**src/rtl/canParsePkg.sv**
```systemverilog
package canParsePkg;
  localparam int BASE_ID_W = 11;
  localparam int EXT_ID_W  = 18;
  localparam int ID_W      = BASE_ID_W + EXT_ID_W;
  localparam int DLC_W     = 4;
  localparam int CRC_W     = 15;
  localparam int EOF_LEN   = 7;
  localparam int MAX_BYTES = 8;
  localparam int DATA_W    = MAX_BYTES * 8;
  localparam int OFF_W     = $clog2(DATA_W);
  localparam int POS_W     = 8;

  // Bit positions the field maps depend on
  localparam logic [POS_W-1:0] POS_BASE_LO  = 8'd1;
  localparam logic [POS_W-1:0] POS_BASE_HI  = POS_BASE_LO + BASE_ID_W - 1;
  localparam logic [POS_W-1:0] POS_BIT12    = POS_BASE_HI + 1;
  localparam logic [POS_W-1:0] POS_IDE      = POS_BIT12 + 1;
  localparam logic [POS_W-1:0] STD_DLC_END  = POS_IDE + 1 + DLC_W;
  localparam logic [POS_W-1:0] POS_EXT_LO   = POS_IDE + 1;
  localparam logic [POS_W-1:0] POS_EXT_HI   = POS_EXT_LO + EXT_ID_W - 1;
  localparam logic [POS_W-1:0] POS_RTR_EXT  = POS_EXT_HI + 1;
  localparam logic [POS_W-1:0] EXT_DLC_END  = POS_RTR_EXT + 2 + DLC_W;
  // Tail offsets relative to the last data bit
  localparam logic [POS_W-1:0] OFS_CRC_HI   = CRC_W;
  localparam logic [POS_W-1:0] OFS_CRC_DEL  = OFS_CRC_HI + 1;
  localparam logic [POS_W-1:0] OFS_ACK      = OFS_CRC_DEL + 1;
  localparam logic [POS_W-1:0] OFS_ACK_DEL  = OFS_ACK + 1;
  localparam logic [POS_W-1:0] OFS_EOF_LO   = OFS_ACK_DEL + 1;
  localparam logic [POS_W-1:0] OFS_EOF_HI   = OFS_EOF_LO + EOF_LEN - 1;

  typedef enum logic {ST_IDLE, ST_FIELDS} parseState_t;

  typedef struct packed {
    logic             sof;
    logic             baseBit;
    logic             bit12;
    logic             ideBit;
    logic             extBit;
    logic             rtrExtBit;
    logic             dlcBit;
    logic             dataBit;
    logic [OFF_W-1:0] dataOff;
    logic             crcBit;
    logic             ackBit;
    logic             mustRec;
    logic             done;
  } fieldStrb_t;
endpackage

```
**src/rtl/canFieldCtrl.sv**
```systemverilog
module canFieldCtrl
  import canParsePkg::*;
#(
  parameter int IDX_W = 7
) (
  input  logic             clk,
  input  logic             rstN,
  input  logic             bitValid,
  input  logic [IDX_W-1:0] bitIdx,
  input  logic             isExt,
  input  logic             isRemote,
  input  logic [DLC_W-1:0] dlcRaw,
  output fieldStrb_t       strb
);
  parseState_t state;
  logic             sofHit;
  logic             act;
  logic [POS_W-1:0] idx;
  logic [POS_W-1:0] dlcEnd;
  logic [POS_W-1:0] dlcLo;
  logic [DLC_W-1:0] nBytes;
  logic [POS_W-1:0] lastData;
  logic [POS_W-1:0] dataOffWide;

  always_comb begin
    idx      = POS_W'(bitIdx);
    sofHit   = bitValid && (bitIdx == '0);
    act      = bitValid && (state == ST_FIELDS) && (bitIdx != '0);
    dlcEnd   = isExt ? EXT_DLC_END : STD_DLC_END;
    dlcLo    = dlcEnd - POS_W'(DLC_W - 1);
    if (isRemote)
      nBytes = '0;
    else if (dlcRaw > DLC_W'(MAX_BYTES))
      nBytes = DLC_W'(MAX_BYTES);
    else
      nBytes = dlcRaw;
    lastData    = dlcEnd + {nBytes, 3'b000};
    dataOffWide = idx - dlcEnd - 8'd1;
  end

  always_comb begin
    strb           = '0;
    strb.sof       = sofHit;
    strb.baseBit   = act && (idx >= POS_BASE_LO) && (idx <= POS_BASE_HI);
    strb.bit12     = act && (idx == POS_BIT12);
    strb.ideBit    = act && (idx == POS_IDE);
    strb.extBit    = act && isExt && (idx >= POS_EXT_LO) && (idx <= POS_EXT_HI);
    strb.rtrExtBit = act && isExt && (idx == POS_RTR_EXT);
    strb.dlcBit    = act && (idx > POS_IDE) && (idx >= dlcLo) && (idx <= dlcEnd);
    strb.dataBit   = act && (idx > dlcEnd) && (idx <= lastData);
    strb.dataOff   = dataOffWide[OFF_W-1:0];
    strb.crcBit    = act && (idx > lastData) && (idx <= lastData + OFS_CRC_HI);
    strb.ackBit    = act && (idx == lastData + OFS_ACK);
    strb.mustRec   = act && ((idx == lastData + OFS_CRC_DEL) ||
                             (idx == lastData + OFS_ACK_DEL) ||
                             ((idx >= lastData + OFS_EOF_LO) &&
                              (idx <= lastData + OFS_EOF_HI)));
    strb.done      = act && (idx == lastData + OFS_EOF_HI);
  end

  always_ff @(posedge clk or negedge rstN) begin
    if (!rstN)
      state <= ST_IDLE;
    else if (sofHit)
      state <= ST_FIELDS;
    else if (strb.done)
      state <= ST_IDLE;
  end

  // once the tail completes, no field strobe fires until a new start bit
  a_r10_quiet_after_done: assert property (@(posedge clk) disable iff (!rstN)
    strb.done |=> !(strb.crcBit || strb.ackBit || strb.mustRec || strb.done));
endmodule

```
**src/rtl/canFieldDp.sv**
```systemverilog
module canFieldDp
  import canParsePkg::*;
(
  input  logic              clk,
  input  logic              rstN,
  input  logic              bitVal,
  input  fieldStrb_t        strb,
  output logic [ID_W-1:0]   frameId,
  output logic              isExt,
  output logic              isRemote,
  output logic [DLC_W-1:0]  dlc,
  output logic [DATA_W-1:0] dataOut,
  output logic [CRC_W-1:0]  crcOut,
  output logic              ackOk,
  output logic              sofWarn,
  output logic              formErr,
  output logic              frameDone
);
  logic [BASE_ID_W-1:0] baseId;
  logic [EXT_ID_W-1:0]  extId;
  logic                 rtrStd;
  logic                 rtrExt;
  logic [OFF_W-1:0]     dataPos;

  // byte number from the upper offset bits, bit within byte reversed (MSB first)
  assign dataPos = {strb.dataOff[OFF_W-1:3], ~strb.dataOff[2:0]};

  always_ff @(posedge clk or negedge rstN) begin
    if (!rstN) begin
      baseId    <= '0;
      extId     <= '0;
      rtrStd    <= 1'b0;
      rtrExt    <= 1'b0;
      isExt     <= 1'b0;
      dlc       <= '0;
      dataOut   <= '0;
      crcOut    <= '0;
      ackOk     <= 1'b0;
      sofWarn   <= 1'b0;
      formErr   <= 1'b0;
      frameDone <= 1'b0;
    end else begin
      frameDone <= strb.done;
      if (strb.sof) begin
        baseId  <= '0;
        extId   <= '0;
        rtrStd  <= 1'b0;
        rtrExt  <= 1'b0;
        isExt   <= 1'b0;
        dlc     <= '0;
        dataOut <= '0;
        crcOut  <= '0;
        ackOk   <= 1'b0;
        sofWarn <= bitVal;
        formErr <= 1'b0;
      end else begin
        if (strb.baseBit)   baseId <= {baseId[BASE_ID_W-2:0], bitVal};
        if (strb.bit12)     rtrStd <= bitVal;
        if (strb.ideBit)    isExt  <= bitVal;
        if (strb.extBit)    extId  <= {extId[EXT_ID_W-2:0], bitVal};
        if (strb.rtrExtBit) rtrExt <= bitVal;
        if (strb.dlcBit)    dlc    <= {dlc[DLC_W-2:0], bitVal};
        if (strb.dataBit)   dataOut[dataPos] <= bitVal;
        if (strb.crcBit)    crcOut <= {crcOut[CRC_W-2:0], bitVal};
        if (strb.ackBit)    ackOk  <= ~bitVal;
        if (strb.mustRec && !bitVal) formErr <= 1'b1;
      end
    end
  end

  assign isRemote = isExt ? rtrExt : rtrStd;
  assign frameId  = isExt ? {baseId, extId} : {{EXT_ID_W{1'b0}}, baseId};

  // completion is a single-cycle pulse
  a_r10_single_pulse: assert property (@(posedge clk) disable iff (!rstN)
    frameDone |=> !frameDone);
  // the error flag only clears on a new start bit
  a_r9_sticky: assert property (@(posedge clk) disable iff (!rstN)
    (formErr && !strb.sof) |=> formErr);
endmodule

```
**src/rtl/canFrameParser.sv**
```systemverilog
module canFrameParser
  import canParsePkg::*;
#(
  parameter int IDX_W = 7
) (
  input  logic              clk,
  input  logic              rstN,
  input  logic              bitValid,
  input  logic              bitVal,
  input  logic [IDX_W-1:0]  bitIdx,
  output logic [ID_W-1:0]   frameId,
  output logic              isExt,
  output logic              isRemote,
  output logic [DLC_W-1:0]  dlc,
  output logic [DATA_W-1:0] dataOut,
  output logic [CRC_W-1:0]  crcOut,
  output logic              ackOk,
  output logic              sofWarn,
  output logic              formErr,
  output logic              frameDone
);
  fieldStrb_t strb;

  canFieldCtrl #(.IDX_W(IDX_W)) uCtrl (
    .clk(clk), .rstN(rstN), .bitValid(bitValid), .bitIdx(bitIdx),
    .isExt(isExt), .isRemote(isRemote), .dlcRaw(dlc), .strb(strb)
  );

  canFieldDp uDp (
    .clk(clk), .rstN(rstN), .bitVal(bitVal), .strb(strb),
    .frameId(frameId), .isExt(isExt), .isRemote(isRemote), .dlc(dlc),
    .dataOut(dataOut), .crcOut(crcOut), .ackOk(ackOk), .sofWarn(sofWarn),
    .formErr(formErr), .frameDone(frameDone)
  );

  // a start bit clears the decoded fields
  a_r1_clear: assert property (@(posedge clk) disable iff (!rstN)
    (bitValid && bitIdx == '0) |=> (dataOut == '0 && crcOut == '0 &&
                                    !formErr && !frameDone && !isExt));
  // the error flag rises only on an accepted dominant bit
  a_r9_cause: assert property (@(posedge clk) disable iff (!rstN)
    $rose(formErr) |-> $past(bitValid && !bitVal));
  // a finished standard frame carries no upper identifier bits
  a_r2_std_id: assert property (@(posedge clk) disable iff (!rstN)
    (frameDone && !isExt) |-> (frameId[ID_W-1:BASE_ID_W] == '0));
  // decoded fields hold after completion while no start bit arrives
  a_r11_hold: assert property (@(posedge clk) disable iff (!rstN)
    (frameDone && !(bitValid && bitIdx == '0)) |=>
      ($stable(frameId) && $stable(dataOut) && $stable(crcOut) && $stable(dlc)));
endmodule

```
**config.mk**
```make
export PLATFORM = sky130hd
export DESIGN_NAME = canFrameParser
export DESIGN_NICKNAME = d
export VERILOG_FILES = /design/src/rtl/canParsePkg.sv /design/src/rtl/canFieldCtrl.sv /design/src/rtl/canFieldDp.sv /design/src/rtl/canFrameParser.sv
export SDC_FILE = /design/constraint.sdc
export NUM_CORES = 1
export LEC_CHECK = 0
export ABC_AREA = 1
export CELL_PAD_IN_SITES_DETAIL_PLACEMENT = 0
export CELL_PAD_IN_SITES_GLOBAL_PLACEMENT = 1
export CORE_UTILIZATION = 46
export CTS_CLUSTER_SIZE = 20
export DETAILED_ROUTE_END_ITERATION = 10
export DONT_BUFFER_PORTS = 1
export PLACE_DENSITY_LB_ADDON = 0.1
export SLEW_MARGIN = 30
export SYNTH_ARGS = -nofsm -noshare
export SYNTH_HDL_FRONTEND = slang
export SYNTH_SLANG_ARGS = --single-unit
```
**constraint.sdc**
```tcl
create_clock -name clk -period 4.85 [get_ports clk]
set_input_delay 0.485 -clock clk [delete_from_list [all_inputs] [get_ports clk]]
set_output_delay 0.485 -clock clk [all_outputs]
set_load 0.01 [all_outputs]
```
# Yosys cells after proc, flatten, opt, wreduce, memory -nomap -nowiden
# Index checks and enable logic that the tools add are counted.
dict set report word_totals {
  regBits 120
}
dict set report op_classes {
  add_sub_neg 10
  magnitude_cmp 16
  eq_ne 7
  muxes 30
  bitwise 2
  reduce_logical 40
}
# operator count
set op_table {}
lappend op_table {{2-to-1 mux 64 bit} 2}
lappend op_table {{bitwise mux 64 bit} 1}
lappend op_table {{adder 8 x 5 -> 8 bit, second input constant} 5}
lappend op_table {{2-to-1 mux 18 bit} 2}
lappend op_table {{== test 7 x 8 -> 1 bit} 4}
lappend op_table {{2-to-1 mux 15 bit} 2}
lappend op_table {{2-to-1 mux 29 bit} 1}
lappend op_table {{<= comparator 7 x 8 -> 1 bit} 3}
lappend op_table {{logical AND 1 bit} 24}
lappend op_table {{2-to-1 mux 11 bit} 2}
lappend op_table {{nonzero test 2 bit} 11}
lappend op_table {{greater-or-equal comparator 7 x 8 -> 1 bit} 2}
lappend op_table {{2-to-1 mux 4 bit} 4}
lappend op_table {{== test 7 x 4 -> 1 bit, second input constant} 2}
lappend op_table {{2-to-1 mux 1 bit} 14}
lappend op_table {{adder 8 x 4 -> 8 bit, second input constant} 1}
lappend op_table {{adder 8 x 7 -> 8 bit} 1}
lappend op_table {{greater-than comparator 7 x 8 -> 1 bit} 1}
lappend op_table {{subtractor 8 x 2 -> 8 bit, second input constant} 1}
lappend op_table {{== test 7 x 6 -> 1 bit, second input constant} 1}
lappend op_table {{greater-or-equal comparator 7 x 1 -> 1 bit, second input constant} 1}
lappend op_table {{greater-or-equal comparator 7 x 4 -> 1 bit, second input constant} 1}
lappend op_table {{greater-than comparator 7 x 4 -> 1 bit, second input constant} 1}
lappend op_table {{greater-than comparator 7 x 6 -> 1 bit} 1}
lappend op_table {{other kinds (16)} 17}

# Logic depth before layout (Yosys ltp)
dict set report logic_depth {
  depth_word 12
  ltp_mapped 26
  ltp_nobuf 23
}

# Hierarchy
# From an unflattened synthesis, not the netlist that was laid out.
dict set report hier_totals {
  hier_cells 1018
  hier_area_um2 7164.4
}
# mod instances cells_each area_each_um2 seq_area_each_um2
set modules_own_cells {}
lappend modules_own_cells {canFieldDp 1 789 5771.8 2977.9}
lappend modules_own_cells {canFieldCtrl 1 229 1392.6 25.0}

# Least setup slack after synthesis
# Ideal clock, no wire load.
dict set report synth_timing {
  path_kind {register -> register}
  start {register uDp.isExt}
  end {register uDp.crcOut[10]}
  t_arrival_ns 3.701
  t_required_ns 4.732
  slack_ns 1.031
  path_stages_with_launch 26
  path_buffers 2
  synth_period_minus_slack_ns 3.819
  cell_sequence {dfrtp_1 > buf_4 > inv_2 > nand2_2 > nand2_1 > nor2_1 > inv_1 > nor2_1 > ha_1 > inv_1 > fa_1 > inv_1 > ha_1 > inv_1 > xor2_1 > ha_1 > nand2_1 > inv_1 > a221o_1 > nand2_1 > nand2_1 > nand2_1 > nand2_2 > buf_6 > nand3_1 > nand2_1}
}
dict set report synth_between {
  elab_chain_cells 7
  word_cells_on_any_way 10
  cone_classes {add/sub (2); order compare (2); mux (3); reduce/logical (3)}
}
# element line_no
set synth_lines {}
lappend synth_lines {{from (decl)} canFieldDp.sv:9} ;# output logic isExt,
lappend synth_lines {{from (signal assigned)} canFieldDp.sv:59} ;# if (strb.ideBit) isExt <= bitVal;
lappend synth_lines {{2-to-1 mux 1 bit (*)} canFieldDp.sv:71} ;# assign isRemote = isExt ? rtrExt : rtrStd;
lappend synth_lines {{via isRemote} canFrameParser.sv:13} ;# output logic isRemote,
lappend synth_lines {{2-to-1 mux 4 bit (*)} canFieldCtrl.sv:31} ;# if (isRemote)
lappend synth_lines {{adder 8 x 7 -> 8 bit (*)} canFieldCtrl.sv:37} ;# lastData = dlcEnd + {nBytes, 3'b000};
lappend synth_lines {{adder 8 x 4 -> 8 bit / greater-than comparator 7 x 8 -> 1 bit (equally long branches)} canFieldCtrl.sv:52} ;# strb.crcBit = act && (idx > lastData) && (idx <= lastData + OFS_CRC_HI);
lappend synth_lines {{<= comparator 7 x 8 -> 1 bit / logical AND 1 bit (equally long branches)} canFieldCtrl.sv:52}
lappend synth_lines {{logical AND 1 bit (*)} canFieldCtrl.sv:52}
lappend synth_lines {{nonzero test 2 bit (no source line) (*)} -}
lappend synth_lines {{to (signal assigned)} canFieldDp.sv:64} ;# if (strb.crcBit) crcOut <= {crcOut[CRC_W-2:0], bitVal};
lappend synth_lines {{to (decl)} canFieldDp.sv:13} ;# output logic [CRC_W-1:0] crcOut,
# Mark *: on every way through the listed nets, which the timed path passes. The rest lies on a longest branch.
# A chain may end at the register's enable or synchronous reset.

# Final worst setup path
dict set report layout_timing {
  start {register uDp.isExt}
  end {register uDp.crcOut[7]}
}
dict set report layout_between {
  elab_chain_cells 7
  word_cells_on_any_way 10
  cone_classes {add/sub (2); order compare (2); mux (3); reduce/logical (3)}
}
# element line_no
set layout_lines {}
lappend layout_lines {{2-to-1 mux 1 bit} canFieldDp.sv:71}
lappend layout_lines {{2-to-1 mux 4 bit} canFieldCtrl.sv:31}
lappend layout_lines {{adder 8 x 7 -> 8 bit (*)} canFieldCtrl.sv:37}
lappend layout_lines {{adder 8 x 4 -> 8 bit / greater-than comparator 7 x 8 -> 1 bit (equally long branches)} canFieldCtrl.sv:52}
lappend layout_lines {{<= comparator 7 x 8 -> 1 bit / logical AND 1 bit (equally long branches)} canFieldCtrl.sv:52}
lappend layout_lines {{logical AND 1 bit (*)} canFieldCtrl.sv:52}
lappend layout_lines {{nonzero test 2 bit (no source line) (*)} -}
# Mark *: on every way between the ends. The rest lies on a longest branch, timed or not.

==> results.md <==
* Top delay family on crit path: simple AND/OR/NAND/NOR gates
* Avg Cell Area, Syn at 7.15 um^2
* Initial core utilization at 47.8%
* Syn-to-layout area delta at 9.65%
* CTS tree: built
* Combinational power share at 32.6%
* Synth top area share at 42.6%
* Nets at 1019
* Compound-cell area share of the yosys netlist at 11.0%
* CTS H-tree depth at 4
* Max cap viols at 0
* Worst Tran Pin Value at 1.05 ns
* FF-to-FF End: uDp.crcOut[7]
* Overall Power at 3650 uW
* Clock network fraction of total power at 33.9%
* DRT Pass-1 Iters at 4
* Main combinational cell family by area after synthesis: simple AND/OR/NAND/NOR gates
* Number of routed nets with antenna violations at 0
* Drt initial violations at 447
* TritonCTS Sinks at 120
* Final hold slack at -0.00438 ns
* Sequential share of power at 33.5%
* Clock slew at reported path FFs at 0.06 ns
* Bufs on Longest Clock Path at 2
* Sequential cell area at 3000 um^2
* Most frequent cells in the layout: nand2_1, inv_1, dfrtp_1
* Cell mode on critical path: nand2_1
* FF+latch count, synth at 120
* CP endpoint kind: flop
* Post-route cell area at 7730 um^2
* Min-Delay Path Class: primary input to async pin
* First-pass GRT wire length at 28800 um
* Sw Ratio at 37.5%
* Die W at 126 um
* Post-route minimum period at 4.20 ns
* Number of global-route vias before repair at 5662
* Worst-path maximum fanout at 16
* Largest net degree at the start of global routing at 121
* DIE HEIGHT at 126 um
* CP peak stage delay at 0.49 ns
* Setup crit start kind: flop
* Commonest non-fill, non-tap cell in the layout: nand2_1
* Area of the multi-input gates at 3270 um^2
* Final wirelength at 17600 um
* Setup TNS at 0 ns
* Tcrit/Tclk final at 86.5%
* # diodes at 0
* Gpl congestion at 0.870
* Post-DP Area at 7130 um^2
* Failing checks: negative hold slack
* Mapped Cells at 987
* Post-Syn Area at 7050 um^2
* R2r startpoint: uDp.isExt
* Worst path bufs/invs at 4
* CTS buffer count at 17
* Antenna violations before repair at 0
* Core area at 14800 um^2
* Worst slew margin at 30.2%
* Net Sw Power at 1370 uW
* Post-synthesis xor/xnor area fraction at 0.993%
* Outcome: finished, violations left
* Biggest area consumer among synthesized cells: dfrtp_1
* FILL cells at 1457
* CP Cell Sequence: inv_2, nand2_2, nand2_1, nor2_1, inv_1, nor2_1, ha_1, inv_1, fa_1, nand2_1, and2_1, inv_1, ha_1, nand3_1, o21ai_1, nand2_1, nor2_2, nand2_2, nand3_1, nand2_1
* Setup Crit Path Kind: flop to flop
* Synth area leaders: dfrtp_1, nand2_1, inv_1, ha_1, nor2_1
* Critical Path AT at 4.50 ns
* Max Clock Freq at 0.238 GHz
* Cell Rows at 44
* Seq/Total Area, Yosys at 42.6%
* Slew Viols, Final at 0
* Internal at 2280 uW
* Share of layout cells above drive strength 1 at 5.77%
* DRC at 0
* Synth warnings at 0
* Dpl hpwl at 11700 um
* IO Pins at 129
* Vias at 5920
* Root Buffer: clkbuf_16
* Avg Vias per Cell at 5.05
* Worst r2r path cells at 20
* DIE AREA at 15800 um^2
* Final-report setup violation count at 0
* Pleak at 0.00469 uW
* Worst VDD drop at 234 uV
* Crit path required time at 5.15 ns
* I/O Buffers at 0
* GR Util All Layers at 23.2%
* Count of final hold-check violations at 2
* Distinct cell type count of the synthesized netlist at 35
* Multiplexer area fraction after synthesis at 0%
* Gr ovfl total at 0
* Reg2Reg Setup Slack at 0.65 ns
* Wire length per cell at 15.0 um
* Clock Skew at 0.0122 ns
* RSZ-0062 raised after global routing: false
* Clock Latency Late Sink at 0.42 ns
* CP max-delay cell: nor2_2
* Simple-Gate Fraction of Synth Area at 28.0%
* Synthesized Nets at 1031
* Adder-cell share of the synthesized area at 5.96%
* Pwr dens at 472 nW/um^2
cell families (layout without fill, tap and decap cells):
group                      count (synthesis)  after routing
DFF                                      120            120
and+or+nand+nor                          491            491
adders and majority gates                 33             33
AOI/OAI and AO/OA                        140            140
buffers and inverters                    195            196
xor gates and xnor gates                   8              8
how the worst max path moves through the flow:
| stage | startpoint | endpoint | slack [ns] | cells after the start |
|---|---|---|---|---|
| 2_1_floorplan | uDp.isExt | uDp.crcOut[10] | 1.03 | 25 |
| 3_3_place_gp | uDp.isExt | uDp.crcOut[11] | 0.76 | 23 |
| 3_5_place_dp | uDp.isExt | uDp.crcOut[7] | 0.53 | 23 |
| 4_1_cts | uDp.isExt | uDp.crcOut[7] | 0.51 | 23 |
| 5_1_grt | uDp.isExt | uDp.crcOut[5] | 0.12 | 20 |
| 6_report | uDp.isExt | uDp.crcOut[7] | 0.65 | 20 |
power groups by stage:
| stage | sequential [uW] | clock (uW) | combinational [uW] |
|---|---|---|---|
| floorplan | 1210 | 0 | 954 |
| global placement | 1240 | 0 | 1130 |
| detailed placement | 1240 | 0 | 1160 |
| CTS | 1220 | 1260 | 1190 |
| global route | 1240 | 1300 | 1380 |
| finish | 1220 | 1240 | 1190 |
stage by stage:
stage                     std cells  setup WS [ns]  hold WS (ns)  util (%)
after floorplan                 987           1.03         0.189         -
after global placement         1139          0.760         0.192      48.3
after detailed placement       1139          0.527         0.192      48.3
after CTS                      1172          0.511        0.0517      52.4
after global routing           1172          0.120        0.0634      52.4
final                          1172          0.653      -0.00438      52.4
cell usage after synthesis, drive strengths merged:
cell	instances
a221o	1
o21ai	91
o21a	1
nand4	8
nor3b	1
a21o	2
buf	15
inv	158
clkbuf	22
fa	1
a41oi	1
xor2	7
nand2	322
a21oi	13
nand3	52
o21bai	2
ha	32
o22ai	26
nor2	102
o31ai	2
dfrtp	120
nor3	5
o2111ai	1
and2	1
xnor2	1
registers in the layout (all words and copies together) (netlist names):
| signal | count |
|---|---|
| uDp.frameDone | 1 |
| uDp.ackOk | 1 |
| uDp.baseId | 11 |
| uDp.dataOut | 64 |
| uDp.rtrExt | 1 |
| uDp.crcOut | 15 |
| uDp.formErr | 1 |
| uDp.isExt | 1 |
| uDp.dlc | 4 |
| uDp.sofWarn | 1 |
| uCtrl.state | 1 |
| uDp.rtrStd | 1 |
| uDp.extId | 18 |
metal layers:
metal	track usage, %	part of all wire (%)	up-vias
met5	0	0	-
met4	8.01	1.4	0
met3	6.50	6.4	22
met2	37.9	47	140
met1	29.6	45	2701
li1	-	-	3057
cell type report:
class                   count  area share [%]
multi-input cells         672            42.3
repair buffers              6           0.841
clock inverters            12            1.63
inverters                 158            7.67
clock buffers              20            5.78
well taps                 184            2.98
flip-flops and latches    120            38.8
repair_timing:
item                                    CTS  global route
endpoints found under the setup margin    0             1
hold buffers                              1             0
endpoints found under the hold margin   120             0
resized for setup                         0             1
buffers inserted                          0             0
(Power assumes the default switching activity.)
